--- config.mk ---
export PLATFORM = sky130hd
export DESIGN_NAME = pfx_scan
export DESIGN_NICKNAME = d
export VERILOG_FILES = /design/src/rtl/pfx_pkg.sv /design/src/rtl/pfx_classify.sv /design/src/rtl/pfx_accum.sv /design/src/rtl/pfx_resolve.sv /design/src/rtl/pfx_scan.sv
export SDC_FILE = /design/constraint.sdc
export NUM_CORES = 1
export LEC_CHECK = 0
export ABC_AREA = 1
export BUFFER_PORTS_ARGS = -buffer_cell sky130_fd_sc_hd__buf_2
export CORE_UTILIZATION = 45
export CTS_CLUSTER_DIAMETER = 200
export CTS_CLUSTER_SIZE = 25
export DETAILED_ROUTE_END_ITERATION = 10
export GPL_TIMING_DRIVEN = 0
export PLACE_DENSITY_LB_ADDON = 0.3
export SYNTH_ARGS = -nofsm -noshare
export SYNTH_HDL_FRONTEND = slang
export SYNTH_HIERARCHICAL = 1
export SYNTH_SLANG_ARGS = --single-unit
--- constraint.sdc ---
create_clock -name clk -period 3.3 [get_ports clk]
set_input_delay 0.66 -clock clk [delete_from_list [all_inputs] [get_ports clk]]
set_output_delay 0.66 -clock clk [all_outputs]
set_load 0.02 [all_outputs]
--- src/rtl/pfx_pkg.sv ---
package pfx_pkg;
  localparam int BYTE_W = 8;
  localparam logic [BYTE_W-1:0] ESC_BYTE = 8'h0F;

  typedef enum logic [2:0] {
    SEG_NONE = 3'd0, SEG_ES = 3'd1, SEG_CS = 3'd2, SEG_SS = 3'd3,
    SEG_DS = 3'd4, SEG_FS = 3'd5, SEG_GS = 3'd6
  } seg_e;

  typedef enum logic [1:0] {REP_NONE = 2'd0, REP_E = 2'd1, REP_NE = 2'd2} rep_e;
  typedef enum logic [1:0] {HINT_NONE = 2'd0, HINT_NT = 2'd1, HINT_T = 2'd2} hint_e;

  typedef struct packed {
    logic is_pfx;
    logic lock;
    rep_e rep;
    seg_e seg;
    logic op_ovr;
    logic ad_ovr;
  } pclass_t;

  // Opcodes on which a repeat prefix has meaning: string moves and port transfers
  function automatic logic rep_applies(input logic [BYTE_W-1:0] b);
    return (b inside {[8'hA4:8'hA7], [8'hAA:8'hAF], [8'h6C:8'h6F],
                      [8'hE4:8'hE7], [8'hEC:8'hEF]});
  endfunction
endpackage

--- src/rtl/pfx_classify.sv ---
module pfx_classify
  import pfx_pkg::*;
(
  input  logic [BYTE_W-1:0] byte_i,
  output pclass_t           cls_o
);
  always_comb begin
    cls_o = '{is_pfx: 1'b1, lock: 1'b0, rep: REP_NONE, seg: SEG_NONE,
              op_ovr: 1'b0, ad_ovr: 1'b0};
    case (byte_i)
      8'hF0: cls_o.lock   = 1'b1;
      8'hF3: cls_o.rep    = REP_E;
      8'hF2: cls_o.rep    = REP_NE;
      8'h26: cls_o.seg    = SEG_ES;
      8'h2E: cls_o.seg    = SEG_CS;
      8'h36: cls_o.seg    = SEG_SS;
      8'h3E: cls_o.seg    = SEG_DS;
      8'h64: cls_o.seg    = SEG_FS;
      8'h65: cls_o.seg    = SEG_GS;
      8'h66: cls_o.op_ovr = 1'b1;
      8'h67: cls_o.ad_ovr = 1'b1;
      default: cls_o.is_pfx = 1'b0;
    endcase
  end
endmodule

--- src/rtl/pfx_accum.sv ---
module pfx_accum
  import pfx_pkg::*;
#(
  parameter int MAX_PFX = 14,
  parameter int CNT_W   = $clog2(MAX_PFX + 1)
) (
  input  logic             clk,
  input  logic             rst_n,
  input  logic             take_i,
  input  logic             clr_i,
  input  pclass_t          cls_i,
  output logic             lock_o,
  output rep_e             rep_o,
  output seg_e             seg_o,
  output logic             op_ovr_o,
  output logic             ad_ovr_o,
  output logic [CNT_W-1:0] cnt_o,
  output logic             full_o
);
  localparam logic [CNT_W-1:0] CNT_MAX = CNT_W'(MAX_PFX);

  logic             lock_q, lock_d;
  rep_e             rep_q, rep_d;
  seg_e             seg_q, seg_d;
  logic             op_q, op_d, ad_q, ad_d;
  logic [CNT_W-1:0] cnt_q, cnt_d;
  logic             upd_en;

  assign upd_en = take_i | clr_i;

  always_comb begin
    lock_d = lock_q;
    rep_d  = rep_q;
    seg_d  = seg_q;
    op_d   = op_q;
    ad_d   = ad_q;
    cnt_d  = cnt_q;
    if (clr_i) begin
      lock_d = 1'b0;
      rep_d  = REP_NONE;
      seg_d  = SEG_NONE;
      op_d   = 1'b0;
      ad_d   = 1'b0;
      cnt_d  = '0;
    end else if (take_i) begin
      lock_d = lock_q | cls_i.lock;
      if (cls_i.rep != REP_NONE) rep_d = cls_i.rep;
      if (cls_i.seg != SEG_NONE) seg_d = cls_i.seg;
      op_d  = op_q | cls_i.op_ovr;
      ad_d  = ad_q | cls_i.ad_ovr;
      cnt_d = cnt_q + 1'b1;
    end
  end

  always_ff @(posedge clk or negedge rst_n) begin
    if (!rst_n) begin
      lock_q <= 1'b0;
      rep_q  <= REP_NONE;
      seg_q  <= SEG_NONE;
      op_q   <= 1'b0;
      ad_q   <= 1'b0;
      cnt_q  <= '0;
    end else if (upd_en) begin
      lock_q <= lock_d;
      rep_q  <= rep_d;
      seg_q  <= seg_d;
      op_q   <= op_d;
      ad_q   <= ad_d;
      cnt_q  <= cnt_d;
    end
  end

  assign lock_o   = lock_q;
  assign rep_o    = rep_q;
  assign seg_o    = seg_q;
  assign op_ovr_o = op_q;
  assign ad_ovr_o = ad_q;
  assign cnt_o    = cnt_q;
  assign full_o   = (cnt_q == CNT_MAX);

  AST_CNT_BOUND: assert property (@(posedge clk) disable iff (!rst_n)
    cnt_q <= CNT_MAX);
  AST_TAKE_NOT_FULL: assert property (@(posedge clk) disable iff (!rst_n)
    take_i |-> !full_o);
endmodule

--- src/rtl/pfx_resolve.sv ---
module pfx_resolve
  import pfx_pkg::*;
(
  input  logic              def32_i,
  input  logic              two_i,
  input  logic [BYTE_W-1:0] op_i,
  input  logic [BYTE_W-1:0] op2_i,
  input  rep_e              rep_i,
  input  seg_e              seg_i,
  input  logic              op_ovr_i,
  input  logic              ad_ovr_i,
  output seg_e              seg_o,
  output hint_e             hint_o,
  output logic              rep_na_o,
  output logic              op32_o,
  output logic              ad32_o
);
  logic is_jcc;

  assign is_jcc = two_i ? (op2_i[7:4] == 4'h8) : (op_i[7:4] == 4'h7);

  always_comb begin
    seg_o  = seg_i;
    hint_o = HINT_NONE;
    if (is_jcc && seg_i == SEG_CS) begin
      seg_o  = SEG_NONE;
      hint_o = HINT_NT;
    end else if (is_jcc && seg_i == SEG_DS) begin
      seg_o  = SEG_NONE;
      hint_o = HINT_T;
    end
  end

  assign rep_na_o = (rep_i != REP_NONE) && (two_i || !rep_applies(op_i));
  assign op32_o   = def32_i ^ op_ovr_i;
  assign ad32_o   = def32_i ^ ad_ovr_i;
endmodule

--- src/rtl/pfx_scan.sv ---
module pfx_scan
  import pfx_pkg::*;
#(
  parameter int MAX_PFX = 14,
  parameter int CNT_W   = $clog2(MAX_PFX + 1)
) (
  input  logic             clk,
  input  logic             rst_n,
  input  logic             def32,
  input  logic             in_valid,
  input  logic [7:0]       in_byte,
  output logic             in_ready,
  output logic             out_valid,
  input  logic             out_ready,
  output logic             out_lock,
  output logic [1:0]       out_rep,
  output logic             out_rep_na,
  output logic [2:0]       out_seg,
  output logic [1:0]       out_hint,
  output logic             out_op32,
  output logic             out_adr32,
  output logic [CNT_W-1:0] out_count,
  output logic             out_two,
  output logic [7:0]       out_opcode,
  output logic [7:0]       out_opcode2,
  output logic             err
);
  typedef enum logic [1:0] {ST_SCAN, ST_ESC, ST_HOLD} st_e;

  st_e               st_q, st_d;
  logic [BYTE_W-1:0] op_q, op_d, op2_q, op2_d;
  logic              two_q, two_d, err_q, err_d;
  logic              op_en, op2_en;
  logic              take, ovf, ack;
  pclass_t           cls;
  logic              a_lock, a_op, a_ad, a_full;
  rep_e              a_rep;
  seg_e              a_seg, r_seg;
  hint_e             r_hint;
  logic [CNT_W-1:0]  a_cnt;

  pfx_classify u_cls (.byte_i(in_byte), .cls_o(cls));

  pfx_accum #(.MAX_PFX(MAX_PFX), .CNT_W(CNT_W)) u_acc (
    .clk(clk), .rst_n(rst_n), .take_i(take), .clr_i(ovf | ack), .cls_i(cls),
    .lock_o(a_lock), .rep_o(a_rep), .seg_o(a_seg), .op_ovr_o(a_op),
    .ad_ovr_o(a_ad), .cnt_o(a_cnt), .full_o(a_full)
  );

  pfx_resolve u_res (
    .def32_i(def32), .two_i(two_q), .op_i(op_q), .op2_i(op2_q),
    .rep_i(a_rep), .seg_i(a_seg), .op_ovr_i(a_op), .ad_ovr_i(a_ad),
    .seg_o(r_seg), .hint_o(r_hint), .rep_na_o(out_rep_na),
    .op32_o(out_op32), .ad32_o(out_adr32)
  );

  // Next-state process
  always_comb begin
    st_d   = st_q;
    op_d   = op_q;
    op2_d  = op2_q;
    two_d  = two_q;
    op_en  = 1'b0;
    op2_en = 1'b0;
    take   = 1'b0;
    ovf    = 1'b0;
    ack    = 1'b0;
    case (st_q)
      ST_SCAN: if (in_valid) begin
        if (cls.is_pfx) begin
          if (a_full) ovf = 1'b1;
          else        take = 1'b1;
        end else begin
          op_en  = 1'b1;
          op2_en = 1'b1;
          op_d   = in_byte;
          two_d  = (in_byte == ESC_BYTE);
          op2_d  = '0;
          st_d   = (in_byte == ESC_BYTE) ? ST_ESC : ST_HOLD;
        end
      end
      ST_ESC: if (in_valid) begin
        op2_en = 1'b1;
        op2_d  = in_byte;
        st_d   = ST_HOLD;
      end
      ST_HOLD: if (out_ready) begin
        ack  = 1'b1;
        st_d = ST_SCAN;
      end
      default: st_d = ST_SCAN;
    endcase
    err_d = ovf;
  end

  // Register process
  always_ff @(posedge clk or negedge rst_n) begin
    if (!rst_n) begin
      st_q  <= ST_SCAN;
      err_q <= 1'b0;
      op_q  <= '0;
      two_q <= 1'b0;
      op2_q <= '0;
    end else begin
      st_q  <= st_d;
      err_q <= err_d;
      if (op_en) begin
        op_q  <= op_d;
        two_q <= two_d;
      end
      if (op2_en) op2_q <= op2_d;
    end
  end

  assign in_ready    = (st_q != ST_HOLD);
  assign out_valid   = (st_q == ST_HOLD);
  assign out_lock    = a_lock;
  assign out_rep     = a_rep;
  assign out_seg     = r_seg;
  assign out_hint    = r_hint;
  assign out_count   = a_cnt;
  assign out_two     = two_q;
  assign out_opcode  = op_q;
  assign out_opcode2 = op2_q;
  assign err         = err_q;

  AST_OUT_HOLD: assert property (@(posedge clk) disable iff (!rst_n)
    out_valid && !out_ready |=> out_valid && $stable(out_opcode)
      && $stable(out_seg) && $stable(out_count));
  AST_NO_INPUT_IN_HOLD: assert property (@(posedge clk) disable iff (!rst_n)
    out_valid |-> !in_ready);
  AST_CLEAR_AFTER_ACK: assert property (@(posedge clk) disable iff (!rst_n)
    out_valid && out_ready |=> out_count == '0 && !out_valid);
  AST_ERR_PULSE: assert property (@(posedge clk) disable iff (!rst_n)
    err |=> !err);
  AST_ERR_DROPS: assert property (@(posedge clk) disable iff (!rst_n)
    err |-> !out_valid && out_count == '0);
  AST_HINT_EXCL: assert property (@(posedge clk) disable iff (!rst_n)
    out_valid && out_hint != 2'd0 |-> out_seg == 3'd0);
  AST_REPNA_NEEDS_REP: assert property (@(posedge clk) disable iff (!rst_n)
    out_rep_na |-> out_rep != 2'd0);
endmodule

==> impl_metrics.env, run 1 <==
export IMPL_status="completed"
export IMPL_ys_seq_area_share_pct=43.0
export IMPL_floorplan_initialDensity_pct=46.8
export IMPL_maxCapViolCount=0
export IMPL_finalClockSkew_ns=0.00423
export IMPL_maxClockFrequency_mhz=420
export IMPL_cts_buffers_inserted=5
export IMPL_hold_violation_count_in_the_final_report=0
export IMPL_drt_pass1_iterations=4
export IMPL_worst_hold_path_type="in2async"
export IMPL_dp_hpwl_um=3130
export IMPL_grt_first_pass_wirelength_um=6600
export IMPL_layout_area_overhead_vs_synth_pct=20.2
export IMPL_postCtsSetupRepairBufs=0
export IMPL_finalCriticalPeriod_ns=2.38
export IMPL_clkSinkCount=32
export IMPL_setup_viol=0
export IMPL_fin_total_pwr_uw=943
export IMPL_arrival_ns=2.54
export IMPL_worstMarginPinSlew_ns=0.714
export IMPL_synth_top_cell_area_share_pct=43.0
export IMPL_synth_common_cells="nand2_1 (82), inv_1 (35), dfrtp_1 (32), nor2_1 (32), nand3_1 (12)"
export IMPL_fp_dieW_um=66.3
export IMPL_path_max_fanout=9
export IMPL_category_of_cells_accounting_for_the_largest_share_of_critical_path_delay="simple AND/OR/NAND/NOR gates"
export IMPL_drcViolationCount=0
export IMPL_globalplace_congestion=0.819
export IMPL_iter_0_drt_violations=79
export IMPL_final_period_utilization_pct=72.2
export IMPL_antenna_found_initial=0
export IMPL_yosysWarningCount=6
export IMPL_power_density_nw_per_um2=422
export IMPL_required_time_of_the_critical_path_ns=3.46
export IMPL_clk_insertion_delay_late_ns=0.27
export IMPL_antenna_left=0
export IMPL_cp_cell_sequence="buf_2 > inv_1 > nand2_2 > nor2_2 > nand2_1 > nand2_1 > nor2_1 > nand3_1 > nand3_1 > o22ai_1 > inv_2 > nand2_2 > nand2_2 > nand2_1 > nand2_1"
export IMPL_leakage_uw=0.00132
export IMPL_number_of_global_route_vias_before_repair=1497
export IMPL_chipHeight_um=66.3
export IMPL_overflow=0
export IMPL_cp_common_cell="nand2_1"
export IMPL_worst_path_buf_inv=3
export IMPL_detail_route_wl_per_cell_um=11.2
export IMPL_postSynthRegisterBits=32
export IMPL_design_final_nets=326
export IMPL_cts_root_to_sink_buffers=2
export IMPL_cts_hold_buffers_added=0
export IMPL_rsz_0062_raised_after_global_routing="false"
export IMPL_finalHoldWorstSlack_ns=0.438
export IMPL_setup_worst_path_end_class="flop"
export IMPL_route_detailed_vias_per_inst=4.80
export IMPL_boundaryPins=48
export IMPL_fill_cell_total_of_the_finished_layout=414
export IMPL_crit_type="in2reg"
export IMPL_antenna_cells_inserted=0
export IMPL_cts_resized=0
export IMPL_aggregate_negative_setup_slack_ns=0
export IMPL_die_area_um2=4400
export IMPL_h_tree_depth=2
export IMPL_core_rowCount=23
export IMPL_path_clk_slew_ns=0.06
export IMPL_postSynth_topFlopCell="dfrtp_1"
export IMPL_port_buffers=47
export IMPL_netlist_cell_type_count=25
export IMPL_cts_root_buf="clkbuf_8"
export IMPL_synthMostInstantiatedCell="nand2_1"
export IMPL_synth_cell_area_um2=1860
export IMPL_largest_net_degree_at_the_start_of_global_routing=33
export IMPL_timing_max_slew_rel_slack_pct=52.4
export IMPL_clock_tree_from_tritoncts="built"
export IMPL_floorplan_core_area_um2=3970
export IMPL_ys_top_cells_by_area="dfrtp_1 (43%), nand2_1 (17%), inv_1 (7.1%)"
export IMPL_startpoint_type="input port"
export IMPL_total_nets_after_synthesis=272
export IMPL_async_flop_share_pct=100
export IMPL_synth_area_per_cell_um2=7.24
export IMPL_synth_largest_area_cell="dfrtp_1"
export IMPL_worst_path_largest_cell_delay_ns=0.47
export IMPL_critical_path_slowest_cell="o22ai_1"
export IMPL_grtUsageTotal_pct=20.1
export IMPL_post_synth_inst_count=257
export IMPL_wl_um=4030
export IMPL_max_vdd_ir_drop_mv=0.280
export IMPL_synth_edf_count=0
export IMPL_post_route_cells_drive_above_1_share_pct=27.7
export IMPL_route_vias_total=1731
export IMPL_slew_violations=0
-- worst reg2reg max path, cell delays in order, from the launching register on --
cell,delay (ns)
dfrtp_1,0.40
inv_1,0.08
ha_1,0.16
and3_1,0.17
inv_1,0.06
o22ai_1,0.45
inv_2,0.20
nand2_2,0.12
nand2_2,0.07
nand2_1,0.06
nand2_1,0.06
-- routing by layer --
| layer | share of wire (%) | vias to the layer above | GRT usage, % |
|---|---|---|---|
| met1 | 48 | 783 | 26.6 |
| met2 | 46 | 42 | 32.5 |
| met4 | 1.4 | 0 | 6.38 |
| met5 | 0 | - | 0 |
| met3 | 4.1 | 5 | 4.14 |
| li1 | - | 901 | - |
-- report_power, final --
part,total (uW),switching (uW),internal (uW)
Sequential,448,27.5,420
Combinational,222,149,72.8
Clock,273,130,143
Total,943,307,636
-- cell usage in the layout, fill, tap and decap left out, drive strengths merged, types with 2 or more instances in the layout --
master,synthesis,layout
nand3b,2,2
ha,2,2
nor2,40,40
a21oi,10,10
nand3,15,15
buf,2,49
xor2,2,2
inv,39,39
o21ai,17,17
nand2,90,90
clkbuf,1,7
dfrtp,32,32
-- state kept, by name, summed over array words and instances (netlist names), 2 cells and up --
signal / flops
st_q: 2
out_opcode2: 8
u_acc/cnt_o: 4
u_acc/rep_o: 2
out_opcode: 8
u_acc/seg_o: 3
-- stage by stage --
step	setup slack, ns	instance area (um2)	std cells	util (%)
final	0.919	2240	361	56.3
after global routing	0.699	2240	361	56.3
after global placement	0.669	2160	354	54.3
after floorplan	1.16	1860	257	-
after CTS	0.927	2240	361	56.3
after detailed placement	0.632	2160	354	54.3
-- kinds of logic after synthesis --
group           count (synthesis)  share of synthesized area (%)
flops                          32                           43.0
compound gates                 30                           10.0
simple gates                  149                           35.6
buf+inv                        42                           9.08
xor+xnor                        2                          0.942
fa+ha+maj                       2                           1.34
-- final cells by class --
| class | count | area (um2) | area share [%] |
|---|---|---|---|
| Timing Repair Buffer | 47 | 235 | 10.5 |
| Clock inverter | 1 | 5.00 | 0.224 |
| Multi-Input combinational cell | 183 | 891 | 39.8 |
| Buffer | 3 | 22.5 | 1.01 |
| Tap cell | 50 | 62.6 | 2.80 |
| Clock buffer | 6 | 72.6 | 3.25 |
| Sequential cell | 32 | 801 | 35.8 |
| Inverter | 39 | 146 | 6.55 |
-- worst paths after layout --
check / start / endpoint / slack, ns / cells after the start
max: in_byte[3] / u_acc/seg_o[2] / 0.92 / 15
min: rst_n / u_acc/cnt_o[2] / 0.44 / 1
max reg2reg: u_acc/cnt_o[0] / u_acc/seg_o[2] / 1.36 / 10
min reg2reg: out_opcode2[3] / out_opcode2[3] / 0.48 / 2
max in group asynchronous: rst_n / out_opcode[7] / 2.41 / 1
min in group clk: out_opcode2[3] / out_opcode2[3] / 0.48 / 2
(Power assumes the default switching activity.)
==> inputs of run 2 (changes only) <==
==> constraint.sdc (replaced) <==
create_clock -name clk -period 1.9 [get_ports clk]
set_input_delay 0.38 -clock clk [delete_from_list [all_inputs] [get_ports clk]]
set_output_delay 0.38 -clock clk [all_outputs]
set_load 0.02 [all_outputs]
==> run 2 against run 1 <==
Clock power rose by 76%. Non-clock buffer count did not move. Register-to-register slack got worse by 1.1 ns. Via count fell by 1.4%. Count of clock-buffer cells in the layout did not move. Sequential share of layout area fell by 0.42 points. Sequential cell count did not move. Worst setup slack got worse by 0.75 ns. Sequential power rose by 74%. Critical path type unchanged.
==> impl_metrics.env, run 2 (synthesized netlist as in run 1, its figures left out) <==
export IMPL_die_area_um2=4400
export IMPL_iter_0_drt_violations=56
export IMPL_cts_resized=1
export IMPL_antenna_left=0
export IMPL_final_setup_slack_of_the_worst_path_ns=0.167
export IMPL_floorplan_initialDensity_pct=46.8
export IMPL_grt_first_pass_wirelength_um=6600
export IMPL_placement_setup_worst_slack_ns=-0.488
export IMPL_worst_hold_path_type="in2async"
export IMPL_finalClockSkew_ns=0.00514
export IMPL_antenna_found_initial=0
export IMPL_drcViolationCount=0
export IMPL_arrival_ns=1.90
export IMPL_number_of_global_route_vias_before_repair=1490
export IMPL_max_vdd_ir_drop_mv=0.494
export IMPL_port_buffers=47
export IMPL_commonest_non_fill_non_tap_cell_in_the_layout="nand2_1"
export IMPL_final_cell_mix="nand2_1 (82), buf_2 (47), inv_1 (35)"
export IMPL_detail_route_wl_per_cell_um=11.2
export IMPL_aggregate_negative_setup_slack_ns=0
export IMPL_globalplace_congestion=0.819
export IMPL_wl_um=4060
export IMPL_drt_pass1_iterations=4
export IMPL_clk_insertion_delay_late_ns=0.28
export IMPL_finalHoldWorstSlack_ns=0.157
export IMPL_h_tree_depth=2
export IMPL_power_density_nw_per_um2=730
export IMPL_maxClockFrequency_mhz=577
export IMPL_leakage_uw=0.00132
export IMPL_dp_hpwl_um=3130
export IMPL_final_period_utilization_pct=91.2
export IMPL_cts_root_buf="clkbuf_8"
export IMPL_finish_instance_area_um2=2260
export IMPL_cts_root_to_sink_buffers=2
export IMPL_timing_max_slew_rel_slack_pct=52.3
export IMPL_maxCapViolCount=0
export IMPL_layout_area_overhead_vs_synth_pct=21.6
export IMPL_post_route_util_pct=57.0
export IMPL_dpl_instance_area_um2=2160
export IMPL_crit_type="in2reg"
export IMPL_fp_dieW_um=66.3
export IMPL_worstMarginPinSlew_ns=0.715
export IMPL_post_route_cells_drive_above_1_share_pct=28.6
export IMPL_clock_tree_from_tritoncts="built"
export IMPL_route_detailed_vias_per_inst=4.73
export IMPL_finalCriticalPeriod_ns=1.73
export IMPL_core_rowCount=23
export IMPL_rsz_0062_raised_after_global_routing="true"
export IMPL_startpoint_type="input port"
export IMPL_chipHeight_um=66.3
export IMPL_cts_hold_buffers_added=0
export IMPL_path_max_fanout=9
export IMPL_hold_violation_count_in_the_final_report=0
export IMPL_cts_buffers_inserted=5
export IMPL_design_final_nets=326
export IMPL_postCtsSetupRepairBufs=0
export IMPL_largest_net_degree_at_the_start_of_global_routing=33
export IMPL_route_vias_total=1706
export IMPL_grtUsageTotal_pct=20.1
export IMPL_clkSinkCount=32
export IMPL_required_time_of_the_critical_path_ns=2.07
export IMPL_antenna_cells_inserted=0
export IMPL_status="completed"
export IMPL_overflow=0
export IMPL_floorplan_core_area_um2=3970
export IMPL_setup_worst_path_end_class="flop"
export IMPL_path_clk_slew_ns=0.06
export IMPL_setup_viol=0
export IMPL_slew_violations=0
export IMPL_boundaryPins=48
==> run 2: power breakdown <==
part	internal [uW]	switching [uW]	total, uW
clock	248	232	481
sequential	730	48.4	778
combinational	130	262	392
==> run 2: worst max-delay path, stage by stage <==
cell and delay [ns]:
buf_2 0.12, inv_1 0.08, nand2_2 0.08, nor2_4 0.14
nand2_1 0.08, nand2_1 0.07, nor2_1 0.04, nand3_1 0.11
nand3_2 0.13, o22ai_4 0.22, inv_2 0.14, nand2_2 0.10
nand2_2 0.07, nand2_1 0.06, nand2_1 0.06
==> run 2: final timing paths <==
kind	from	cells after the start	slack [ns]	end
max in group asynchronous	rst_n	1	1.29	out_opcode[7]
min in group clk	in_byte[3]	3	0.40	out_opcode[3]
worst max register to register	u_acc/cnt_o[0]	10	0.24	u_acc/seg_o[2]
worst min-delay path	rst_n	1	0.16	u_acc/cnt_o[2]
worst max-delay path	in_byte[3]	15	0.17	u_acc/seg_o[2]
worst min register to register	out_opcode2[3]	2	0.48	out_opcode2[3]
==> run 2: per-stage QoR <==
step	power, uW	std cells
CTS	1660	361
global route	1730	361
global placement	1170	354
detailed placement	1170	354
finish	1650	361
floorplan	1040	257
==> run 2: cell type report <==
type                            instances  area (um2)
Fill cell                             407        1710
Multi-Input combinational cell        183         917
Sequential cell                        32         801
Timing Repair Buffer                   47         235
Inverter                               39         146
Clock buffer                            6        72.6
Tap cell                               50        62.6
Buffer                                  3        22.5
Clock inverter                          1        5.00
==> run 2: layer usage <==
metal,up-vias,global-route usage [%],part of all wire [%]
li1,900,-,-
met3,5,4.14,3.1
met2,29,32.0,46
met1,772,27.1,49
met5,-,0,0
met4,0,6.38,1.4
==> inputs of run 3 (changes only) <==
--- a/config.mk
+++ b/config.mk
@@ -12,7 +12,7 @@
 export CTS_CLUSTER_SIZE = 25
 export DETAILED_ROUTE_END_ITERATION = 10
 export GPL_TIMING_DRIVEN = 0
-export PLACE_DENSITY_LB_ADDON = 0.3
+export PLACE_DENSITY = 0.72
 export SYNTH_ARGS = -nofsm -noshare
 export SYNTH_HDL_FRONTEND = slang
 export SYNTH_HIERARCHICAL = 1
==> run 3 against run 2 <==
Via count up 1.6%. Largest cell class unchanged. Global-route usage down 0.066 points. Worst hold slack worse by 0.013 ns. Clock power up 12%. Clock skew up 0.0015 ns. Critical path type unchanged. Critical path depth up 1. First-iteration DRC count up 46%. Highest routed layer unchanged. Final cell count up 0.83%. Die area unchanged. Critical endpoint is now u_acc/rep_o[1]. Fmax up 1.1%. Final area up 1.2%. Non-clock buffer count up 2.
==> impl_metrics.env, run 3 (synthesized netlist as in run 1, its figures left out) <==
export IMPL_grtUsageTotal_pct=20.0
export IMPL_path_max_fanout=8
export IMPL_required_time_of_the_critical_path_ns=2.08
export IMPL_fill_cell_total_of_the_finished_layout=384
export IMPL_core_rowCount=23
export IMPL_power_switching_uw=552
export IMPL_power_density_nw_per_um2=748
export IMPL_h_tree_depth=2
export IMPL_hold_violation_count_in_the_final_report=0
export IMPL_globalplace_congestion=0.826
export IMPL_detail_route_wl_per_cell_um=11.1
export IMPL_worstMarginPinSlew_ns=0.717
export IMPL_design_final_nets=328
export IMPL_clkSinkCount=32
export IMPL_die_area_um2=4400
export IMPL_leakage_uw=0.00134
export IMPL_antenna_cells_inserted=0
export IMPL_pwr_share_clk_pct=31.4
export IMPL_worst_hold_path_type="in2async"
export IMPL_dp_hpwl_um=3060
export IMPL_port_buffers=47
export IMPL_antenna_found_initial=0
export IMPL_cts_root_buf="clkbuf_8"
export IMPL_startpoint_type="input port"
export IMPL_floorplan_core_area_um2=3970
export IMPL_path_clk_slew_ns=0.06
export IMPL_iter_0_drt_violations=82
export IMPL_overflow=0
export IMPL_layout_area_overhead_vs_synth_pct=23.1
export IMPL_setup_worst_path_end_class="flop"
export IMPL_finalClockSkew_ns=0.00663
export IMPL_cts_root_to_sink_buffers=2
export IMPL_chipHeight_um=66.3
export IMPL_placement_setup_worst_slack_ns=-0.514
export IMPL_route_vias_total=1733
export IMPL_antenna_left=0
export IMPL_number_of_global_route_vias_before_repair=1488
export IMPL_p_seq_share_pct=45.5
export IMPL_drt_pass1_iterations=6
export IMPL_crit_type="in2reg"
export IMPL_switching_share_pct=32.3
export IMPL_max_vdd_ir_drop_mv=0.499
export IMPL_cts_hold_buffers_added=0
export IMPL_arrival_ns=1.89
export IMPL_clock_tree_from_tritoncts="built"
export IMPL_fp_dieW_um=66.3
export IMPL_rsz_0062_raised_after_global_routing="false"
export IMPL_maxCapViolCount=0
export IMPL_clk_insertion_delay_late_ns=0.29
export IMPL_pwr_share_comb_pct=23.1
export IMPL_boundaryPins=48
export IMPL_grt_first_pass_wirelength_um=6510
export IMPL_final_setup_slack_of_the_worst_path_ns=0.186
export IMPL_wl_um=4040
export IMPL_internal_dissipation_uw=1160
export IMPL_status="completed"
export IMPL_floorplan_initialDensity_pct=46.8
export IMPL_final_cell_mix="nand2_1 (82), buf_2 (47), inv_1 (35)"
export IMPL_setup_viol=0
export IMPL_commonest_non_fill_non_tap_cell_in_the_layout="nand2_1"
export IMPL_post_route_cells_drive_above_1_share_pct=29.0
export IMPL_worst_r2r_cell_count=10
export IMPL_drcViolationCount=0
export IMPL_slew_violations=0
export IMPL_finalCriticalPeriod_ns=1.71
export IMPL_largest_net_degree_at_the_start_of_global_routing=33
export IMPL_multi_input_area_um2=917
export IMPL_route_detailed_vias_per_inst=4.76
export IMPL_final_period_utilization_pct=90.2
export IMPL_post_route_util_pct=57.7
export IMPL_maxClockFrequency_mhz=583
export IMPL_seq_area_um2=801
export IMPL_cts_buffers_inserted=5
export IMPL_timing_max_slew_rel_slack_pct=52.2
==> run 3: routing by layer <==
metal	global-route usage [%]	vias to the layer above	share of wire, %
met4	7.18	0	1.6
met5	0	-	0
met1	26.5	792	49
met2	30.9	32	46
li1	-	903	-
met3	5.69	6	3.6
==> run 3: cell type report <==
type	count	share of cell area, %
multi-input combinational	183	40.1
sequential	32	35.0
timing repair buffer	49	10.9
inverter	39	6.39
clock buffer	8	3.93
tap	50	2.73
buffer	3	0.984
==> run 3: power groups by stage <==
stage	clock [uW]	sequential (uW)	combinational, uW
final	537	779	396
after floorplan	0	839	201
after global placement	0	790	380
after CTS	553	778	387
after detailed placement	0	790	384
after global routing	580	787	433
==> run 3: repair_timing <==
item                                   in CTS  in global routing
resized for setup                           1                  4
pin swaps                                   0                  1
gates cloned                                0                  0
endpoints found under the hold margin       0                  0
setup endpoints to repair                  10                  8
buffers inserted                            0                  2
==> run 3: path summary, 6_finish.rpt <==
kind / slack (ns) / start / end
worst max register to register: 0.34 / u_acc/cnt_o[0] / u_acc/rep_o[1]
max in group asynchronous: 1.29 / rst_n / out_opcode2[2]
worst min register to register: 0.48 / u_acc/lock_o / u_acc/lock_o
min in group clk: 0.38 / in_byte[3] / out_opcode[3]
worst min-delay path: 0.14 / rst_n / u_acc/cnt_o[2]
worst max-delay path: 0.19 / in_byte[3] / u_acc/rep_o[1]
==> run 3: critical path: stages <==
cell     delay (ns)
buf_2          0.12
inv_1          0.07
nand2_2        0.09
nor2_4         0.15
nand2_1        0.09
nand2_1        0.07
nor2_1         0.04
nand3_1        0.11
nand3_2        0.14
nor2_1         0.12
buf_4          0.17
inv_2          0.07
nand2_2        0.09
nand2_1        0.08
nand2_1        0.07
nand2_1        0.05
==> run 3: through the flow <==
step                      TNS (ns)  hold slack, ns  power, uW  cells  instance area [um2]
final                            0           0.144       1710    364                 2290
after detailed placement     -4.44           0.472       1170    354                 2160
after global placement       -4.02           0.463       1170    354                 2160
after CTS                        0           0.166       1720    362                 2250
after floorplan                  0          0.0844       1040    257                 1860
after global routing             0           0.202       1800    364                 2290
